<file path="src/rtl/tmr_pkg.sv">
package tmr_pkg;
  typedef enum logic [2:0] {
    CS_STOP     = 3'b000,
    CS_SYS      = 3'b001,
    CS_DIV8     = 3'b010,
    CS_DIV64    = 3'b011,
    CS_DIV256   = 3'b100,
    CS_DIV1024  = 3'b101,
    CS_EXT_FALL = 3'b110,
    CS_EXT_RISE = 3'b111
  } clk_sel_e;

  localparam int NUM_TAPS = 4;
  // log2 of each divider tap, lowest ratio first
  localparam int TAP_LOG2 [NUM_TAPS] = '{3, 6, 8, 10};
  localparam int DIV_W = 10;
endpackage

</file>
<file path="src/rtl/tmr_prescaler.sv">
module tmr_prescaler
  import tmr_pkg::*;
#(
  parameter int W = DIV_W
) (
  input  logic                clk,
  input  logic                rst,
  output logic [NUM_TAPS-1:0] tap_tick_o
);
  logic [W-1:0] div_q;

  always_ff @(posedge clk) begin
    if (rst) div_q <= '0;
    else     div_q <= div_q + 1'b1;
  end

  for (genvar g = 0; g < NUM_TAPS; g++) begin : g_tap
    localparam int SH = TAP_LOG2[g];
    assign tap_tick_o[g] = &div_q[SH-1:0];
  end
endmodule

</file>
<file path="src/rtl/tmr_edge_sync.sv">
module tmr_edge_sync #(
  parameter int SYNC_STAGES = 2
) (
  input  logic clk,
  input  logic rst,
  input  logic pin_i,
  output logic rise_o,
  output logic fall_o
);
  logic [SYNC_STAGES:0] sh_q;

  always_ff @(posedge clk) begin
    if (rst) sh_q <= '0;
    else     sh_q <= {sh_q[SYNC_STAGES-1:0], pin_i};
  end

  assign rise_o =  sh_q[SYNC_STAGES-1] & ~sh_q[SYNC_STAGES];
  assign fall_o = ~sh_q[SYNC_STAGES-1] &  sh_q[SYNC_STAGES];


  ext_rise_single_chk: assert property (@(posedge clk) disable iff (rst)
    rise_o |=> !rise_o);

  ext_fall_single_chk: assert property (@(posedge clk) disable iff (rst)
    fall_o |=> !fall_o);
endmodule

</file>
<file path="src/rtl/tmr_count_core.sv">
module tmr_count_core #(
  parameter int CNT_W = 16
) (
  input  logic             clk,
  input  logic             rst,
  input  logic             tick_i,
  input  logic             clr_en_i,
  input  logic [CNT_W-1:0] cmp_i,
  output logic [CNT_W-1:0] cnt_o,
  output logic             match_o
);
  logic hit;
  assign hit = (cnt_o == cmp_i);

  always_ff @(posedge clk) begin
    if (rst) begin
      cnt_o   <= '0;
      match_o <= 1'b0;
    end else begin
      match_o <= tick_i & hit;
      if (tick_i) begin
        if (clr_en_i && hit) cnt_o <= '0;
        else                 cnt_o <= cnt_o + 1'b1;
      end
    end
  end


  clr_after_match_chk: assert property (@(posedge clk) disable iff (rst)
    (tick_i && clr_en_i && cnt_o == cmp_i) |=> (cnt_o == '0));

  no_clr_pass_chk: assert property (@(posedge clk) disable iff (rst)
    (tick_i && !clr_en_i && cnt_o == cmp_i) |=> (cnt_o == CNT_W'($past(cnt_o) + 1'b1)));

  match_pulse_chk: assert property (@(posedge clk) disable iff (rst)
    (tick_i && cnt_o == cmp_i) |=> match_o);

  match_quiet_chk: assert property (@(posedge clk) disable iff (rst)
    !(tick_i && cnt_o == cmp_i) |=> !match_o);
endmodule

</file>
<file path="src/rtl/presc_timer.sv">
module presc_timer
  import tmr_pkg::*;
#(
  parameter int CNT_W       = 16,
  parameter int SYNC_STAGES = 2
) (
  input  logic             clk,
  input  logic             rst,
  input  logic [2:0]       clk_sel_i,
  input  logic             clr_on_match_i,
  input  logic [CNT_W-1:0] cmp_a_i,
  input  logic             ext_pin_i,
  output logic [CNT_W-1:0] count_o,
  output logic             match_o
);
  logic [NUM_TAPS-1:0] taps;
  logic                ext_rise, ext_fall, tick;

  tmr_prescaler #(.W(DIV_W)) u_div (
    .clk(clk), .rst(rst), .tap_tick_o(taps)
  );

  tmr_edge_sync #(.SYNC_STAGES(SYNC_STAGES)) u_sync (
    .clk(clk), .rst(rst), .pin_i(ext_pin_i), .rise_o(ext_rise), .fall_o(ext_fall)
  );

  always_comb begin
    case (clk_sel_e'(clk_sel_i))
      CS_STOP:     tick = 1'b0;
      CS_SYS:      tick = 1'b1;
      CS_DIV8:     tick = taps[0];
      CS_DIV64:    tick = taps[1];
      CS_DIV256:   tick = taps[2];
      CS_DIV1024:  tick = taps[3];
      CS_EXT_FALL: tick = ext_fall;
      CS_EXT_RISE: tick = ext_rise;
      default:     tick = 1'b0;
    endcase
  end

  tmr_count_core #(.CNT_W(CNT_W)) u_core (
    .clk(clk), .rst(rst), .tick_i(tick), .clr_en_i(clr_on_match_i),
    .cmp_i(cmp_a_i), .cnt_o(count_o), .match_o(match_o)
  );


  stop_hold_chk: assert property (@(posedge clk) disable iff (rst)
    (clk_sel_i == 3'b000) |=> (count_o == $past(count_o)));

  sys_step_chk: assert property (@(posedge clk) disable iff (rst)
    (clk_sel_i == 3'b001 && !(clr_on_match_i && count_o == cmp_a_i))
      |=> (count_o == CNT_W'($past(count_o) + 1'b1)));

  wrap_top_chk: assert property (@(posedge clk) disable iff (rst)
    (clk_sel_i == 3'b001 && !clr_on_match_i && count_o == '1) |=> (count_o == '0));
endmodule

</file>
<file path="config.mk">
export PLATFORM = sky130hd
export DESIGN_NAME = presc_timer
export DESIGN_NICKNAME = d
export VERILOG_FILES = /design/src/rtl/tmr_pkg.sv /design/src/rtl/tmr_prescaler.sv /design/src/rtl/tmr_edge_sync.sv /design/src/rtl/tmr_count_core.sv /design/src/rtl/presc_timer.sv
export SDC_FILE = /design/constraint.sdc
export NUM_CORES = 1
export LEC_CHECK = 0
export ABC_CLOCK_PERIOD_IN_PS = 2700
export BUFFER_PORTS_ARGS = -buffer_cell sky130_fd_sc_hd__buf_2
export CORE_UTILIZATION = 39
export CTS_CLUSTER_SIZE = 30
export DETAILED_ROUTE_END_ITERATION = 7
export PLACE_DENSITY_LB_ADDON = 0.1
export SLEW_MARGIN = 20
export SYNTH_ARGS = -nofsm -noshare
export SYNTH_HDL_FRONTEND = slang
export SYNTH_SLANG_ARGS = --single-unit
</file>
<file path="constraint.sdc">
create_clock -name clk -period 2.7 [get_ports clk]
set_input_delay 0.81 -clock clk [delete_from_list [all_inputs] [get_ports clk]]
set_output_delay 0.81 -clock clk [all_outputs]
set_load 0.02 [all_outputs]
</file>
==> metrics.csv, run 1 <==
stage;metric;value;unit
cts;post-CTS sizing;0;
setup_path;reg2reg path depth;8;
yosys;register area share after synthesis;31.7;%
detailed_routing;mean routed wirelength per cell;14.9;um
global_routing;largest net degree at the start of global routing;30;
timing;worst hold slack;0.438;ns
min_path;type of the worst min-delay path;reg2reg;
timing;Final Critical Period;2.34;ns
yosys;post-synthesis cell type count;46;
global_routing;initial antenna violation count;0;
setup_path;CP Max Fanout;9;
yosys;number of synthesized flops with an enable pin;0;
setup_path;critical path endpoint category;flop;
cts;setup bufs post-CTS;0;
yosys;cells after synthesis;227;
timing;Final Hold Fails;0;
yosys;area of the mapped netlist;0.00190;mm2
detailed_routing;vias;1797;
yosys;most frequent cells after synthesis;dfxtp_1, nand2_1, xor2_1, nand3_1, nor2_1;
setup_path;Worst Setup EP;u_core.cnt_o[9];
die;Die Wd;71.7;um
setup_path;CP startpoint;u_div.div_q[0];
finish;nets;294;
setup_path;critical path launch point type;flop;
cts;Clock Path Buffers;2;
finish;final cell count without fillers;323;
finish;number of diodes;0;
yosys;synth warn;0;
setup_path;Worst R2R Setup Slack;0.36;ns
placed_design;worst slack at placement;0.169;ns
timing;RSZ-0062 raised after global routing;no;
finish;share of cells above drive strength 1;24.9;%
cts;clk sinks;30;
detailed_routing;drc violations;0;
setup_path;Critical Path RT;2.87;ns
cts;Reg clk slew, reported paths;0.07;ns
cts;CTS tree;yes;
cts;H-tree levels;2;
setup_path;reg-to-reg endpoint;u_core.cnt_o[9];
setup_path;crit path DAT;2.51;ns
yosys;#FFs+latches synth;30;
timing;post-route setup TNS;0;ns
cts;Root Driver;clkbuf_8;
timing;Max Clk Rate;427;MHz
placed_design;GP Congestion;0.757;
detailed_routing;first-pass iteration count of the detailed router;4;
yosys;cell taking the most area after synthesis;dfxtp_1;
timing;Least-Margin Pin Slew;0.673;ns
cts;clk_lat worst skew;0.29;ns
setup_path;kind of critical path;reg2reg;
timing;Slew Viols, Final;0;
yosys;ys async rst share;0;%
yosys;syn nets;253;
timing;PnR worst setup slack;0.359;ns
die;# rows;25;
die;IO Pins;40;
yosys;Synth Flop Type;dfxtp_1;
run_status;status;completed;
cts;TritonCTS Buffers;5;
detailed_routing;final wirelength;4810;um
yosys;top-count cell post-synth;dfxtp_1;
die;full die area;0.00515;mm2
timing;Setup Skew;0.00656;ns
placed_design;Placed Cells;315;
die;Core Region;0.00469;mm2
power_and_ir_drop;VDD IR max;0.000159;V
detailed_routing;vias per inst;5.56;
job;Max-Cap Viols;0;
yosys;Syn Area/Cell;8.36;um2
yosys;synth top area cells;dfxtp_1, xor2_1, nand2_1;
setup_path;Reg2Reg Launch Point;u_div.div_q[0];
yosys;Synth top area share;31.7;%
timing;Final period util;86.7;%
detailed_routing;Routed Antenna Nets;0;
global_routing;wire length of the first global-routing pass;8190;um
finish;number of fill cells in the layout;477;
cts;cts hold-fix bufs;0;
die;Starting Density;40.4;%
placed_design;DP Wirelength;3280;um
detailed_routing;drt initial violations;161;
placed_design;port buffer count;39;
global_routing;number of global-route vias before repair;1628;
timing;# setup viols final;0;
power_and_ir_drop;Leakage;0.977;nW
global_routing;GRT Util Overall;20.6;%
timing;Worst slew margin;54.7;%
power_and_ir_drop;Pwr Total;0.969;mW
global_routing;GR Overflow Total;0;
die;Die Ht;71.7;um
power_and_ir_drop;PD cells;429;mW/mm2
finish;Layout Area Growth over Synthesis;19.1;%
[cell usage in the layout, fill, tap and decap left out, types with 9 or more instances in the layout]
| master | instances |
|---|---|
| o21ai_0 | 9 |
| dfxtp_1 | 30 |
| nand2_1 | 29 |
| nand3_1 | 14 |
| nor2b_1 | 9 |
| buf_2 | 39 |
| o211ai_1 | 10 |
| xor2_1 | 20 |
| nor2_1 | 11 |
| o2111ai_1 | 10 |
[state kept, by name, indices dropped and copies added, names as in the netlist]
register and count:
u_core.cnt_o 16, u_core.match_o 1, u_div.div_q 10, u_sync.sh_q 3
[power breakdown]
part / leakage (nW) / internal, mW / switching (mW) / total (mW)
Clock: 0.0472 / 0.205 / 0.189 / 0.394
Sequential: 0.243 / 0.453 / 0.0129 / 0.466
Combinational: 0.686 / 0.0443 / 0.0649 / 0.109
[kinds of logic after synthesis]
logic type,count (synthesis),synth area share [%]
simple gates,102,28.7
compound gates,50,22.3
flops,30,31.7
xor+xnor,22,10.2
buf+inv,20,5.21
fa+ha+maj,3,1.98
[per-layer routing]
| metal | wire (um) | GRT usage, % |
|---|---|---|
| met5 | 0 | 0 |
| met3 | 236 | 4.78 |
| met1 | 2520 | 31.3 |
| met2 | 1990 | 28.8 |
| met4 | 62 | 5.88 |
[metrics by stage]
stage	cell area [um2]	utilization [%]
6_report	2260	48.1
2_1_floorplan	1900	-
5_1_grt	2260	48.1
4_1_cts	2260	48.1
3_5_place_dp	2160	46.1
3_3_place_gp	2160	46.1
[worst max-delay path, cell delays in order, from the launching register on]
cell and delay [ns]:
dfxtp_1 0.33, ha_1 0.24, ha_1 0.19, and3b_1 0.17, a311o_1 0.38, a211o_1 0.48
buf_4 0.24, o2111ai_1 0.09, o211ai_2 0.10
[worst min path at each step]
stage                         startpoint        endpoint  slack (ns)  depth (start not counted)
after floorplan           u_sync.sh_q[0]  u_sync.sh_q[1]        0.41                          1
after global placement    u_sync.sh_q[0]  u_sync.sh_q[1]        0.42                          1
after detailed placement  u_sync.sh_q[0]  u_sync.sh_q[1]        0.42                          1
after CTS                 u_sync.sh_q[0]  u_sync.sh_q[1]        0.44                          1
after global routing      u_sync.sh_q[0]  u_sync.sh_q[1]        0.48                          1
final                     u_sync.sh_q[0]  u_sync.sh_q[1]        0.44                          1
[area by class of cell]
| cell class | instances | area (um2) | area share (%) |
|---|---|---|---|
| clock inverters | 2 | 12.5 | 0.554 |
| multi-input cells | 177 | 1200 | 53.0 |
| clock buffers | 6 | 82.6 | 3.66 |
| inverters | 6 | 22.5 | 0.997 |
| flip-flops and latches | 30 | 601 | 26.6 |
| repair buffers | 48 | 275 | 12.2 |
| well taps | 54 | 67.6 | 2.99 |
(Power assumes the default switching activity.)
==> run 2: changes to the inputs <==
--- a/config.mk
+++ b/config.mk
@@ -11,6 +11,7 @@
 export CTS_CLUSTER_SIZE = 30
 export DETAILED_ROUTE_END_ITERATION = 7
 export PLACE_DENSITY_LB_ADDON = 0.1
+export RECOVER_POWER = 50
 export SLEW_MARGIN = 20
 export SYNTH_ARGS = -nofsm -noshare
 export SYNTH_HDL_FRONTEND = slang
==> metrics.csv, run 2 (synthesized netlist as in run 1, its figures left out) <==
stage;metric;value;unit;change
cts;Root Driver;clkbuf_8;;
cts;H-tree levels;2;;unchanged
detailed_routing;vias per inst;5.56;;about the same
setup_path;reg2reg path depth;8;;unchanged
setup_path;Reg2Reg Launch Point;u_div.div_q[0];;
finish;commonest cells after routing, fill and taps aside;dfxtp_1, nand2_1, buf_2;;
timing;Final Hold Fails;0;;unchanged
die;# rows;25;;unchanged
setup_path;Slowest cell on crit path;a211o_1;;
timing;RSZ-0062 raised after global routing;no;;
placed_design;port buffer count;39;;unchanged
setup_path;WP depth;8;;unchanged
setup_path;Worst R2R Setup Slack;0.35;ns;about the same
timing;Final Critical Period;2.35;ns;+0.00485 ns
detailed_routing;vias;1796;;-0.056%
finish;nets;294;;unchanged
timing;worst hold slack;0.440;ns;+0.00229 ns
global_routing;met3 usage;4.78;%;unchanged
finish;number of diodes;0;;unchanged
timing;Slew Viols, Final;0;;unchanged
setup_path;CP Max Fanout;9;;unchanged
cts;post-CTS sizing;0;;unchanged
setup_path;reg-to-reg endpoint;u_core.cnt_o[9];;
global_routing;GRT met2 Usage;28.8;%;unchanged
finish;share of cells above drive strength 1;20.4;%;-4.5 points
min_path;type of the worst min-delay path;reg2reg;;
timing;Final period util;86.9;%;+0.18 points
global_routing;number of global-route vias before repair;1628;;unchanged
job;Max-Cap Viols;0;;unchanged
finish;max reg flops;16;;unchanged
finish;top flop regs;u_core.cnt_o (16), u_div.div_q (10), u_sync.sh_q (3);;
global_routing;GR peak layer;met1;;
cts;Clock Path Buffers;2;;unchanged
die;full die area;0.00515;mm2;unchanged
finish;most common cell after layout, fill and taps aside;dfxtp_1;;
detailed_routing;first-pass iteration count of the detailed router;4;;unchanged
setup_path;kind of critical path;reg2reg;;
setup_path;Buf+Inv Stages, Crit Path;1;;unchanged
placed_design;dpl cell area;0.00216;mm2;unchanged
detailed_routing;mean routed wirelength per cell;14.9;um;+0.19%
setup_path;CP startpoint;u_div.div_q[0];;
timing;Max Clk Rate;426;MHz;-0.21%
die;IO Pins;40;;unchanged
cts;clk sinks;30;;unchanged
timing;post-route setup TNS;0;ns;unchanged
setup_path;CP cell instances;ha_1 -> ha_1 -> and3b_1 -> a311o_1 -> a211o_1 -> buf_4 -> o2111ai_1 -> o211ai_2;;
global_routing;wire length of the first global-routing pass;8190;um;unchanged
setup_path;Critical Path RT;2.87;ns;about the same
timing;Setup Skew;0.00658;ns;+0.0000186 ns
setup_path;critical path launch point type;flop;;
cts;Reg clk slew, reported paths;0.07;ns;about the same
finish;Biggest register;u_core.cnt_o;;
cts;setup bufs post-CTS;0;;unchanged
setup_path;critical path endpoint category;flop;;
global_routing;GRT Util Overall;20.6;%;unchanged
timing;# setup viols final;0;;unchanged
die;Starting Density;40.4;%;unchanged
cts;TritonCTS Buffers;5;;unchanged
global_routing;largest net degree at the start of global routing;30;;unchanged
detailed_routing;drc violations;0;;unchanged
detailed_routing;final wirelength;4820;um;+0.19%
cts;cts hold-fix bufs;0;;unchanged
die;Die Ht;71.7;um;unchanged
setup_path;critical path's top delay family;compound AO/OA/AOI/OAI gates;;
timing;Worst slew margin;13.1;%;-42 points
power_and_ir_drop;Leakage;0.927;nW;-5.1%
finish;final instance area;0.00224;mm2;-0.78%
placed_design;DP Wirelength;3280;um;unchanged
detailed_routing;Routed Antenna Nets;0;;unchanged
setup_path;crit path DAT;2.52;ns;about the same
setup_path;max incr delay on CP;0.48;ns;about the same
setup_path;most frequent CP cell;ha_1;;
cts;clk_lat worst skew;0.29;ns;about the same
die;Core Region;0.00469;mm2;unchanged
setup_path;Worst Setup EP;u_core.cnt_o[9];;
finish;Layout Area Growth over Synthesis;18.1;%;
placed_design;GP Congestion;0.757;;unchanged
power_and_ir_drop;VDD IR max;0.000159;V;+0.30%
timing;Least-Margin Pin Slew;1.30;ns;+0.631 ns
run_status;status;completed;;
die;Die Wd;71.7;um;unchanged
power_and_ir_drop;PD cells;434;mW/mm2;+1.0%
global_routing;initial antenna violation count;0;;unchanged
cts;CTS tree;yes;;
detailed_routing;drt initial violations;154;;-4.3%
global_routing;GR Overflow Total;0;;unchanged
global_routing;GR Util met1;31.3;%;unchanged
[run 2: cell count changes in the layout (fill, tap and decap cells not counted), sizes merged]
cell	change
buf	-12
clkbuf	+12
[run 2: layout make-up]
| class | count | area [um2] |
|---|---|---|
| sequential | 30 | 601 |
| clock inverter | 2 | 12.5 |
| inverter | 6 | 22.5 |
| fill | 480 | 2450 |
| multi-input combinational | 177 | 1200 |
| timing repair buffer | 48 | 258 |
| tap | 54 | 67.6 |
| clock buffer | 6 | 82.6 |
[run 2: metal layers]
layer  vias up  wire length, um
li1        920                -
met1       821             2570
met2        49             1950
met3         6              232
met4         0               62
met5         -                0
[run 2: through the flow]
step	power [mW]	util, %	cells	setup WS [ns]
final	0.972	47.8	323	0.354
after floorplan	0.541	-	227	0.519
after global placement	0.585	46.1	315	0.186
after global routing	1.01	47.8	323	0.215
after CTS	0.978	48.1	323	0.358
after detailed placement	0.585	46.1	315	0.169
[run 2: where the power goes]
part           switching [mW]  leakage [nW]  internal, mW
Sequential             0.0131         0.243         0.453
Clock                   0.193        0.0472         0.205
Combinational          0.0651         0.636        0.0427
Total                   0.271         0.927         0.701
[run 2: worst min path at each step]
| stage | startpoint | endpoint | slack [ns] | cells after the start |
|---|---|---|---|---|
| global placement | u_sync.sh_q[0] | u_sync.sh_q[1] | 0.42 | 1 |
| finish | u_sync.sh_q[0] | u_sync.sh_q[1] | 0.44 | 1 |
| CTS | u_sync.sh_q[0] | u_sync.sh_q[1] | 0.44 | 1 |
| detailed placement | u_sync.sh_q[0] | u_sync.sh_q[1] | 0.42 | 1 |
| global route | u_sync.sh_q[0] | u_sync.sh_q[1] | 0.48 | 1 |
| floorplan | u_sync.sh_q[0] | u_sync.sh_q[1] | 0.41 | 1 |
